`src/rtl/kts_pkg.sv`:
```
package kts_pkg;
  localparam int KP_LINES = 4;
  localparam int IDX_W    = 2;

  typedef struct packed {
    logic             row_en;
    logic             col_en;
    logic [IDX_W-1:0] row_idx;
    logic [IDX_W-1:0] col_idx;
  } tone_sel_t;

  // Index of the lowest-numbered active (low) line.
  function automatic logic [IDX_W-1:0] first_low(input logic [KP_LINES-1:0] lines_n);
    logic [IDX_W-1:0] idx;
    idx = '0;
    for (int i = KP_LINES - 1; i >= 0; i--) begin
      if (!lines_n[i]) idx = IDX_W'(i);
    end
    return idx;
  endfunction

  function automatic int unsigned low_count(input logic [KP_LINES-1:0] lines_n);
    return $countones(~lines_n);
  endfunction

  function automatic tone_sel_t decode_keys(input logic [KP_LINES-1:0] row_n,
                                            input logic [KP_LINES-1:0] col_n,
                                            input logic off,
                                            input logic solo);
    tone_sel_t   s;
    int unsigned nr;
    int unsigned nc;
    nr = low_count(row_n);
    nc = low_count(col_n);
    s  = '0;
    if (!off) begin
      if (nc == 1 && nr == 1) begin
        s.row_en = 1'b1;
        s.col_en = 1'b1;
      end else if (nc == 1 && !solo) begin
        s.col_en = 1'b1;
      end else if (nc == 2 && nr == 1 && !solo) begin
        s.row_en = 1'b1;
      end
    end
    if (s.row_en) s.row_idx = first_low(row_n);
    if (s.col_en) s.col_idx = first_low(col_n);
    return s;
  endfunction
endpackage

```
`src/rtl/kts_sync.sv`:
```
module kts_sync #(
  parameter int             W       = 1,
  parameter int             STAGES  = 2,
  parameter logic [W-1:0]   RST_VAL = '0
) (
  input  logic         clk,
  input  logic         rst_n,
  input  logic [W-1:0] d,
  output logic [W-1:0] q
);
  logic [W-1:0] stage [STAGES];

  always_ff @(posedge clk or negedge rst_n) begin
    if (!rst_n) stage[0] <= RST_VAL;
    else        stage[0] <= d;
  end

  for (genvar g = 1; g < STAGES; g++) begin : g_stage
    always_ff @(posedge clk or negedge rst_n) begin
      if (!rst_n) stage[g] <= RST_VAL;
      else        stage[g] <= stage[g-1];
    end
  end

  assign q = stage[STAGES-1];
endmodule

```
`src/rtl/kts_settle.sv`:
```
module kts_settle #(
  parameter int           W          = 8,
  parameter int           HOLD_TICKS = 1000,
  parameter logic [W-1:0] RST_VAL    = '1
) (
  input  logic         clk,
  input  logic         rst_n,
  input  logic [W-1:0] raw,
  output logic [W-1:0] stable,
  output logic         done
);
  localparam int CW = (HOLD_TICKS > 1) ? $clog2(HOLD_TICKS) : 1;
  localparam logic [CW-1:0] LAST = CW'(HOLD_TICKS - 1);

  logic [W-1:0]  cand;
  logic [CW-1:0] cnt;

  assign done = (raw == cand) && (cnt == LAST);

  always_ff @(posedge clk or negedge rst_n) begin
    if (!rst_n) begin
      cand   <= RST_VAL;
      cnt    <= '0;
      stable <= RST_VAL;
    end else if (raw != cand) begin
      cand <= raw;
      cnt  <= '0;
    end else if (cnt != LAST) begin
      cnt <= cnt + 1'b1;
    end else begin
      stable <= cand;
    end
  end
endmodule

```
`src/rtl/kts_decode.sv`:
```
module kts_decode
  import kts_pkg::*;
(
  input  logic [KP_LINES-1:0] row_n,
  input  logic [KP_LINES-1:0] col_n,
  input  logic                off,
  input  logic                solo,
  output tone_sel_t           sel,
  output logic                any_low
);
  assign sel     = decode_keys(row_n, col_n, off, solo);
  assign any_low = (low_count(row_n) + low_count(col_n)) != 0;
endmodule

```
`src/rtl/keypad_tone_select.sv`:
```
module keypad_tone_select
  import kts_pkg::*;
#(
  parameter int HOLD_TICKS  = 1000,
  parameter int SYNC_STAGES = 2
) (
  input  logic       clk,
  input  logic       rst_n,
  input  logic [3:0] row_n,
  input  logic [3:0] col_n,
  input  logic       tone_off,
  input  logic       solo_block,
  output logic       row_en,
  output logic       col_en,
  output logic [1:0] row_idx,
  output logic [1:0] col_idx,
  output logic       key_down_n
);
  localparam int KW = 2 * KP_LINES;
  localparam int SW = KW + 2;

  logic [SW-1:0] sync_q;
  logic [KW-1:0] keys_s;
  logic          off_s;
  logic          solo_s;
  logic [KW-1:0] stable_n;
  logic          settle_done;
  tone_sel_t     sel;
  logic          any_low;

  kts_sync #(.W(SW), .STAGES(SYNC_STAGES), .RST_VAL({2'b00, {KW{1'b1}}})) u_sync (
    .clk(clk), .rst_n(rst_n),
    .d({solo_block, tone_off, col_n, row_n}),
    .q(sync_q)
  );

  assign keys_s = sync_q[KW-1:0];
  assign off_s  = sync_q[KW];
  assign solo_s = sync_q[KW+1];

  kts_settle #(.W(KW), .HOLD_TICKS(HOLD_TICKS), .RST_VAL({KW{1'b1}})) u_settle (
    .clk(clk), .rst_n(rst_n),
    .raw(keys_s), .stable(stable_n), .done(settle_done)
  );

  kts_decode u_decode (
    .row_n(stable_n[KP_LINES-1:0]),
    .col_n(stable_n[KW-1:KP_LINES]),
    .off(off_s), .solo(solo_s),
    .sel(sel), .any_low(any_low)
  );

  always_ff @(posedge clk or negedge rst_n) begin
    if (!rst_n) begin
      row_en     <= 1'b0;
      col_en     <= 1'b0;
      row_idx    <= '0;
      col_idx    <= '0;
      key_down_n <= 1'b1;
    end else begin
      row_en     <= sel.row_en;
      col_en     <= sel.col_en;
      row_idx    <= sel.row_idx;
      col_idx    <= sel.col_idx;
      key_down_n <= ~any_low;
    end
  end
endmodule

```
`config.mk`:
```
export PLATFORM = sky130hd
export DESIGN_NAME = keypad_tone_select
export DESIGN_NICKNAME = d
export VERILOG_FILES = /design/src/rtl/kts_pkg.sv /design/src/rtl/kts_sync.sv /design/src/rtl/kts_settle.sv /design/src/rtl/kts_decode.sv /design/src/rtl/keypad_tone_select.sv
export SDC_FILE = /design/constraint.sdc
export NUM_CORES = 1
export LEC_CHECK = 0
export BUFFER_PORTS_ARGS = -buffer_cell sky130_fd_sc_hd__buf_2
export CAP_MARGIN = 10
export CORE_MARGIN = 2
export CORE_UTILIZATION = 40
export CTS_BUF_LIST = sky130_fd_sc_hd__clkbuf_2
export DETAILED_ROUTE_END_ITERATION = 7
export SLEW_MARGIN = 25
export SYNTH_ARGS = -nofsm -noshare
export SYNTH_HDL_FRONTEND = slang
export SYNTH_SLANG_ARGS = --single-unit
```
`constraint.sdc`:
```
create_clock -name clk -period 5.2 [get_ports clk]
set_input_delay 1.04 -clock clk [delete_from_list [all_inputs] [get_ports clk]]
set_output_delay 1.04 -clock clk [all_outputs]
set_load 0.01 [all_outputs]
```
==> results.txt <==
Netlist cell types: 29
Yosys warns: 0
Avg Inst Size Synth: 13.2 um^2
Post-route ant nets: 0
Register bit count reported by yosys: 53
Clk_lat worst skew: 0.40 ns
Final net count: 206
Area of the core: 0.00517 mm^2
PwrDens: 276 mW/mm^2
TritonCTS clock tree: yes
Vias in the first global route: 1231
Clock sinks: 53
Slew margin rel.: 0.535
Reg clk slew, reported paths: 0.24 ns
Layout fillers: 474
Crit share post-route: 0.617
DR vias: 1178
Post-Route WL: 3120 um
Post-Synthesis Cells: 164
Multi-input logic area: 709 um^2
EDFF count, synth: 0
Register area: 0.00137 mm^2
Sequential share of the synthesized area: 0.632
Async SR Flop Fraction: 1.00
CP arrival: 3.53 ns
Syn nets: 190
Status: finished, final reports clean
Final instance area: 0.00237 mm^2
Total grt overflow: 0
Pin count of the biggest net entering global routing: 54
# IOs: 19
CP endpoint kind: register
Initial Util: 0.418
# rows: 26
Max-slew violation count: 0
Die Y-Extent: 77.6 um
TritonCTS Buffers: 5
FF-to-FF path depth: 8
Final setup vio count: 0
Final Util: 0.459
Final GP Congestion: 0.762
Post-Syn Area: 0.00216 mm^2
Syn-to-layout area delta: 9.71%
RSZ-0062 raised after global routing: false
Dpl hpwl: 2300 um
Initial antenna violation count: 0
Setup total negative slack: 0 ns
TritonRoute pass-1 iters: 3
Die Wd: 77.6 um
Global-route wire length before repair: 5660 um
Placed Area: 0.00231 mm^2
Vias per cell: 4.69
Share of layout cells above drive strength 1: 0.398
Smallest hold slack: 0.372 ns
Final Hold Viols: 0
Worst Tran Pin Value: 0.680 ns
WL/cell: 12.4 um
Main synth FF type: dfstp_2
Synth top area cells: dfstp_2 (40%), dfrtp_1 (23%), ha_1 (6.4%)
HP Class: reg2reg
Hold Path Stages: 0
Crit start category: register
Buffers on Ports: 18
Global Route Usage Sum: 0.121
Post-CTS Setup Repair Bufs: 0
CTS Root Cell: clkbuf_2
Die ar.: 0.00602 mm^2
Min Clock Period, post-route: 3.21 ns
Req. time, crit path: 5.53 ns
Most common cell in the netlist: dfstp_2
Remaining DRCs: 0
Leakage power: 0.000987 uW
Clock Path Buffers: 2
Resize count post-CTS: 0
Yosys top cell by area: dfstp_2
Crit path kind: reg2reg
Synth top cells by count: dfstp_2 (33), dfrtp_1 (20), xnor2_1 (14)
Synth top area share: 0.401
N_diodes: 0
DR iter-0 viols: 78
Post-CTS Hold Buffers: 0
Max IR drop VDD: 0.136 mV
Max cap viols: 0
Clock Skews: 0.0165 ns
H-tree lvl count: 2
Critical Path Fanout Max: 3
Achievable Freq: 312 MHz
-- critical path: stages (launching register included) --
cell and delay, ns:
dfstp_2 0.61, inv_1 0.06, fa_1 0.48, ha_1 0.20
ha_1 0.31, or3b_2 0.48, a2111oi_0 0.67, nand2_1 0.16
nor3_1 0.17
-- cell type report --
class                      count  area share
multi-input combinational     88       0.299
sequential                    53       0.576
timing repair buffer          19      0.0411
clock buffer                   6      0.0126
inverter                      13      0.0205
tap                           70      0.0369
clock inverter                 2      0.0142
-- report_power, final --
part / leakage (uW) / switching, uW / total, uW / internal, uW
logic: 0.000331 / 11.3 / 19.1 / 7.85
clock network: 0.0000406 / 115 / 197 / 82.0
registers: 0.000615 / 6.22 / 438 / 432
total: 0.000987 / 133 / 655 / 522
-- worst paths after layout --
kind	startpoint	to	slack, ns
worst max-delay path	u_settle.stable[0]	col_idx[1]	1.99
worst min-delay path	u_sync.stage[11]	u_sync.q[1]	0.37
worst max register to register	u_settle.stable[0]	col_idx[1]	1.99
worst min register to register	u_sync.stage[11]	u_sync.q[1]	0.37
max in group asynchronous	rst_n	u_settle.cnt[4]	4.07
min in group asynchronous	rst_n	u_sync.stage[18]	0.70
-- cell usage in the layout, fill, tap and decap left out, types with 4 or more instances in the layout --
cell type	instances
dfstp_2	33
dfrtp_1	20
buf_2	18
xnor2_1	14
inv_1	13
nor2_1	13
ha_1	11
nand2_1	8
mux2_2	8
clkbuf_2	6
nor3_1	4
nand4_1	4
-- per-stage QoR --
stage               setup slack [ns]  total power, uW  std cells
CTS                             1.94              668        251
finish                          1.99              655        251
global route                    1.67              693        251
detailed placement              2.02              465        243
floorplan                       2.34              451        164
global placement                2.05              463        243
-- registers in the layout (all words and copies together) (netlist names) --
register,cells
col_en,1
col_idx,2
key_down_n,1
row_en,1
row_idx,2
u_settle.cand,8
u_settle.cnt,10
u_settle.stable,8
u_sync.q,10
u_sync.stage,10
-- metal layers --
| metal | GRT usage | up-vias | routed length, um |
|---|---|---|---|
| met5 | 0 | - | 0 |
| met4 | 0.0429 | 0 | 23 |
| met3 | 0.0395 | 2 | 105 |
| met2 | 0.186 | 19 | 1580 |
| met1 | 0.160 | 597 | 1410 |
| li1 | - | 560 | - |
-- kinds of logic (layout without fill, tap and decap cells) --
family	after synthesis	after routing	synth area share
DFF	53	53	0.632
and+or+nand+nor	42	42	0.102
adders and majority gates	14	14	0.0913
muxes	9	9	0.0462
buffers and inverters	23	40	0.0405
AOI/OAI and AO/OA	8	8	0.0277
xor gates and xnor gates	15	15	0.0607
(Power assumes the default switching activity.)
